===== config.mk =====
export PLATFORM = sky130hd
export DESIGN_NAME = da_fir4_serial
export DESIGN_NICKNAME = d
export VERILOG_FILES = /design/src/rtl/da_fir_pkg.sv /design/src/rtl/da_coef_rom.sv /design/src/rtl/da_tap_line.sv /design/src/rtl/da_scale_acc.sv /design/src/rtl/da_fir4_serial.sv
export SDC_FILE = /design/constraint.sdc
export NUM_CORES = 1
export LEC_CHECK = 0
export CAP_MARGIN = 20
export CELL_PAD_IN_SITES_DETAIL_PLACEMENT = 1
export CELL_PAD_IN_SITES_GLOBAL_PLACEMENT = 1
export CORE_ASPECT_RATIO = 0.5
export CORE_UTILIZATION = 23
export DETAILED_ROUTE_END_ITERATION = 6
export GPL_ROUTABILITY_DRIVEN = 0
export GPL_TIMING_DRIVEN = 0
export HOLD_SLACK_MARGIN = 0.15
export PLACE_DENSITY_LB_ADDON = 0.1
export SLEW_MARGIN = 0
export SYNTH_ARGS = -nofsm -noshare
export SYNTH_HDL_FRONTEND = slang
export SYNTH_SLANG_ARGS = --single-unit

===== constraint.sdc =====
create_clock -name clk -period 4.3 [get_ports clk]
set_clock_uncertainty 0.05 [all_clocks]
set_input_delay 0.645 -clock clk [delete_from_list [all_inputs] [get_ports clk]]
set_output_delay 0.645 -clock clk [all_outputs]
set_load 0.01 [all_outputs]

===== src/rtl/da_fir_pkg.sv =====
package da_fir_pkg;

    localparam int TAPS     = 4;
    localparam int TBL_SIZE = 1 << TAPS;

    typedef enum logic {
        ST_IDLE = 1'b0,
        ST_RUN  = 1'b1
    } da_state_e;

endpackage


===== src/rtl/da_coef_rom.sv =====
module da_coef_rom #(
    parameter int COEF_W = 8,
    parameter int COEF0  = 37,
    parameter int COEF1  = -90,
    parameter int COEF2  = 115,
    parameter int COEF3  = -17,
    localparam int TW    = COEF_W + 2
) (
    input  logic [da_fir_pkg::TAPS-1:0] addr,
    output logic signed [TW-1:0]        word
);
    import da_fir_pkg::*;

    logic signed [TW-1:0] tbl [TBL_SIZE];

    // each entry is the sum of coefficients whose address bit is set
    for (genvar a = 0; a < TBL_SIZE; a++) begin : g_entry
        localparam int ENTRY = (((a >> 0) & 1) != 0 ? COEF0 : 0)
                             + (((a >> 1) & 1) != 0 ? COEF1 : 0)
                             + (((a >> 2) & 1) != 0 ? COEF2 : 0)
                             + (((a >> 3) & 1) != 0 ? COEF3 : 0);
        assign tbl[a] = TW'(ENTRY);
    end

    always_comb begin
        word = tbl[addr];
    end

endmodule


===== src/rtl/da_tap_line.sv =====
module da_tap_line #(
    parameter int DATA_W = 8,
    localparam int IW    = (DATA_W > 1) ? $clog2(DATA_W) : 1
) (
    input  logic                        clk,
    input  logic                        rst_n,
    input  logic                        shift_en,
    input  logic [DATA_W-1:0]           din,
    input  logic [IW-1:0]               bit_sel,
    output logic [da_fir_pkg::TAPS-1:0] slice
);
    import da_fir_pkg::*;

    logic [TAPS-1:0][DATA_W-1:0] taps_d, taps_q;

    always_comb begin
        taps_d = taps_q;
        if (shift_en) begin
            taps_d = {taps_q[TAPS-2:0], din};
        end
    end

    always_ff @(posedge clk or negedge rst_n) begin
        if (!rst_n) begin
            taps_q <= '0;
        end else begin
            taps_q <= taps_d;
        end
    end

    // one bit of the same weight from every tap forms the table address
    for (genvar k = 0; k < TAPS; k++) begin : g_slice
        assign slice[k] = taps_q[k][bit_sel];
    end

endmodule


===== src/rtl/da_scale_acc.sv =====
module da_scale_acc #(
    parameter int DATA_W = 8,
    parameter int TW     = 10,
    parameter int OUT_W  = 18,
    localparam int AW    = OUT_W + 1
) (
    input  logic                    clk,
    input  logic                    rst_n,
    input  logic                    clear,
    input  logic                    step_en,
    input  logic                    sign_step,
    input  logic signed [TW-1:0]    tbl_word,
    output logic signed [OUT_W-1:0] total
);
    logic signed [AW-1:0] acc_d, acc_q;
    logic signed [AW-1:0] ext_word;
    logic signed [AW-1:0] addend;
    logic signed [AW-1:0] step_sum;

    always_comb begin
        ext_word = AW'(tbl_word);
        addend   = ext_word <<< (DATA_W - 1);
        step_sum = sign_step ? (acc_q - addend) : (acc_q + addend);
        acc_d    = acc_q;
        if (clear) begin
            acc_d = '0;
        end else if (step_en) begin
            acc_d = sign_step ? step_sum : (step_sum >>> 1);
        end
        total = step_sum[OUT_W-1:0];
    end

    always_ff @(posedge clk or negedge rst_n) begin
        if (!rst_n) begin
            acc_q <= '0;
        end else begin
            acc_q <= acc_d;
        end
    end

endmodule


===== src/rtl/da_fir4_serial.sv =====
module da_fir4_serial #(
    parameter int DATA_W = 8,
    parameter int COEF_W = 8,
    parameter int COEF0  = 37,
    parameter int COEF1  = -90,
    parameter int COEF2  = 115,
    parameter int COEF3  = -17,
    localparam int OUT_W = DATA_W + COEF_W + 2
) (
    input  logic              clk,
    input  logic              rst_n,
    input  logic              in_valid,
    input  logic [DATA_W-1:0] in_sample,
    output logic              in_ready,
    output logic [OUT_W-1:0]  out_result,
    output logic              out_done
);
    import da_fir_pkg::*;

    localparam int TW = COEF_W + 2;
    localparam int IW = (DATA_W > 1) ? $clog2(DATA_W) : 1;
    localparam logic [IW-1:0] LAST_IDX = IW'(DATA_W - 1);

    typedef struct packed {
        da_state_e        state;
        logic [IW-1:0]    idx;
        logic [OUT_W-1:0] result;
        logic             done;
    } ctrl_t;

    ctrl_t ctrl_d, ctrl_q;

    logic                    accept;
    logic                    running;
    logic                    sign_step;
    logic [TAPS-1:0]         slice;
    logic signed [TW-1:0]    tbl_word;
    logic signed [OUT_W-1:0] total;

    always_comb begin
        accept    = in_valid && (ctrl_q.state == ST_IDLE);
        running   = (ctrl_q.state == ST_RUN);
        sign_step = running && (ctrl_q.idx == LAST_IDX);

        ctrl_d      = ctrl_q;
        ctrl_d.done = 1'b0;
        if (accept) begin
            ctrl_d.state = ST_RUN;
            ctrl_d.idx   = '0;
        end else if (running) begin
            if (sign_step) begin
                ctrl_d.state  = ST_IDLE;
                ctrl_d.idx    = '0;
                ctrl_d.result = total;
                ctrl_d.done   = 1'b1;
            end else begin
                ctrl_d.idx = ctrl_q.idx + 1'b1;
            end
        end
    end

    always_ff @(posedge clk or negedge rst_n) begin
        if (!rst_n) begin
            ctrl_q <= '{state: ST_IDLE, idx: '0, result: '0, done: 1'b0};
        end else begin
            ctrl_q <= ctrl_d;
        end
    end

    da_tap_line #(
        .DATA_W (DATA_W)
    ) u_taps (
        .clk      (clk),
        .rst_n    (rst_n),
        .shift_en (accept),
        .din      (in_sample),
        .bit_sel  (ctrl_q.idx),
        .slice    (slice)
    );

    da_coef_rom #(
        .COEF_W (COEF_W),
        .COEF0  (COEF0),
        .COEF1  (COEF1),
        .COEF2  (COEF2),
        .COEF3  (COEF3)
    ) u_rom (
        .addr (slice),
        .word (tbl_word)
    );

    da_scale_acc #(
        .DATA_W (DATA_W),
        .TW     (TW),
        .OUT_W  (OUT_W)
    ) u_acc (
        .clk       (clk),
        .rst_n     (rst_n),
        .clear     (accept),
        .step_en   (running),
        .sign_step (sign_step),
        .tbl_word  (tbl_word),
        .total     (total)
    );

    assign in_ready   = (ctrl_q.state == ST_IDLE);
    assign out_result = ctrl_q.result;
    assign out_done   = ctrl_q.done;

endmodule


==> metrics <==
DR vias 3422; Yosys warning count 0; IO Port Bufs 30; global-route wire length before repair 19700 microns; number of buffers created by CTS 9; Worst setup SP type register; Area Growth Syn to Fin 38.18%; Routed Antenna Nets 0; Ports 31; drt wl/cell 15.74 microns; Final Hold Fails 0; layout cells sized above 1 0.3580; Sink Count 74; Synth Area per Inst 10.33 sq um; CTS root buf clkbuf_16; clk_lat worst skew 0.34 ns; Core Region 0.01852 sq mm; Worst path slowest cell mux4_2; Most common cell on crit path buf_6; Post-Synthesis Cells 423; Tot GR Track Use 0.1323; clk buf depth 2; predominant post-synthesis flop cell dfrtp_1; type of the worst setup path reg2reg; clk slew on worst S/H paths 0.06 ns; CP Buf/Inv Count 4; Setup WS post-layout -0.08401 ns; min-delay worst type in2async; worst rel slew slack 0.4556; Async SR Flop Fraction 1.000; DRT iter0 DRCs 67; Worst Path Arrival 4.57 ns; row count 35; Mapped Area 0.004372 sq mm; RSZ-0062 raised after global routing true; Yosys cell types 53; most common cell in the netlist nand2_1; Crit path required time 4.49 ns; die area 0.01960 sq mm; chip height 99.49 microns; H-tree levels 3; Final Setup Violations 5; CP max FO 5; GR Overflow Total 0; Setup crit end kind register; Slew Viols, Final 0; CTS tree built; crit-path max cell delay 0.56 ns; top cells by count, synth 77 x nand2_1, 74 x dfrtp_1, 35 x mux2_2; share of Yosys cell area claimed by the top area cell type 0.4236; Post-Syn Nets 457; Seq/Total Area, Yosys 0.4236; Ant. Diodes 0; fin crit share 1.020; Die W 197.0 microns; Post-Place Setup Slack -1.025 ns; FILL cells 2076; largest cells by area after synthesis dfrtp_1 42%, mux2_2 9.0%, nand2_1 6.6%; initial core utilization 0.2360; Register Area 0.001853 sq mm; hold slack final 0.2274 ns; fmax 0.2281 GHz; Critical Path, Cell by Cell buf_8 -> buf_6 -> mux4_2 -> mux2i_4 -> xnor2_2 -> o221a_4 -> ha_4 -> a21o_1 -> buf_6 -> fa_2 -> nor2b_4 -> o21ai_4 -> a21boi_4 -> o21ai_2 -> a21oi_2 -> o21a_1 -> o211ai_1 -> buf_4 -> a2bb2oi_2 -> nand2_1; pin count of the biggest net entering global routing 39; violated checks setup timing; crit path from ctrl_q[20]; Yosys reg bits 74; DRT Pass-1 Iters 4; Routed WL 12170 microns; Hold Buf Count CTS 0; net count reported at finish 544; vias in the first global route 3417; Vias/cell 4.427; area taken by multi-input logic gates 0.002570 sq mm; Critical R2R Launch ctrl_q[20]; initial antenna violation count 0; number of synthesized flops with an enable pin 0; cell taking the most area after synthesis dfrtp_1; worst-margin pin slew 0.8136 ns; status finished with violations; Max-cap violations 0; hpwl dp 8380 microns; Crit path max-delay family compound AO/OA/AOI/OAI gates; DR DRC count 0; Tmin final 4.384 ns
## layer usage
layer  vias up  track usage  share of wire
met4         0      0.02862         0.0088
met2        34       0.2085           0.45
li1       1650            -              -
met1      1728       0.1815           0.51
met3        10      0.03561          0.031
met5         -            0              0
## placed cells by master (no fill, tap or decap), types with 7 or more instances in the layout
| master | netlist | layout |
|---|---|---|
| xor2_1 | 8 | 8 |
| a21oi_1 | 11 | 7 |
| dfrtp_1 | 74 | 73 |
| nand2_1 | 77 | 74 |
| mux4_2 | 7 | 8 |
| clkdlybuf4s50_1 | 0 | 29 |
| mux2_2 | 35 | 34 |
| inv_1 | 17 | 13 |
| clkbuf_1 | 14 | 12 |
| nor2_1 | 17 | 12 |
| o21ai_0 | 25 | 16 |
| clkbuf_16 | 0 | 10 |
| mux2i_1 | 21 | 18 |
| ha_1 | 22 | 15 |
| buf_4 | 18 | 58 |
## worst register-to-register path: cells and delay by family, from the launching register on
family,cells,cell delay (ns)
xor gates and xnor gates,1,0.15
and+or+nand+nor,2,0.20
adders and majority gates,2,0.64
buffers and inverters,4,0.56
muxes,2,0.83
DFF,1,0.44
AOI/OAI and AO/OA,9,1.42
## final cells by class
cell class,count,share of cell area
tap,259,0.05365
timing repair buffer,76,0.1220
clock buffer,11,0.03853
multi-input combinational,295,0.4254
sequential,74,0.3068
buffer,36,0.03832
clock inverter,4,0.003314
inverter,18,0.01201
## flip-flops by register name, summed over array words and instances, names as in the netlist
register / cells
u_taps.taps_q: 32
u_acc.acc_q: 19
out_result: 18
ctrl_q: 3
out_done: 1
running: 1
## repair_timing
action / 4_1_cts / 5_1_grt
endpoints found under the setup margin: 17 / 11
gates resized for setup: 60 / 29
cloned: 1 / 1
setup buffers: 21 / 22
pin swaps: 35 / 33
## metrics by stage
step / area, sq um / instances / utilization / TNS [ns]
after floorplan: 4393 / 423 / - / 0
after global placement: 5017 / 712 / 0.2709 / -57.71
after detailed placement: 5042 / 713 / 0.2722 / -10.97
after CTS: 5714 / 750 / 0.3085 / -0.1955
after global routing: 6041 / 773 / 0.3261 / -2.271
final: 6041 / 773 / 0.3261 / -0.1777
## kinds of logic after synthesis
kind of cell / after synthesis / synth area share
xor gates and xnor gates: 16 / 0.03206
AOI/OAI and AO/OA: 72 / 0.1090
buffers and inverters: 54 / 0.06411
adders and majority gates: 23 / 0.06754
muxes: 67 / 0.1920
and+or+nand+nor: 117 / 0.1116
DFF: 74 / 0.4236
## worst paths after layout
check / endpoint / slack (ns) / cells past startpoint
setup / recovery: u_acc.acc_q[17] / -0.08 / 20
hold / removal: out_done / 0.23 / 1
setup reg to reg: u_acc.acc_q[17] / -0.08 / 20
hold reg to reg: out_result[16] / 0.42 / 2
max in group asynchronous: ctrl_q[20] / 3.36 / 2
min in group clk: out_result[16] / 0.42 / 2
Power is left out: the tool's default activity adds up to more than one toggle a clock period on the data nets, which glitch-free logic cannot reach.
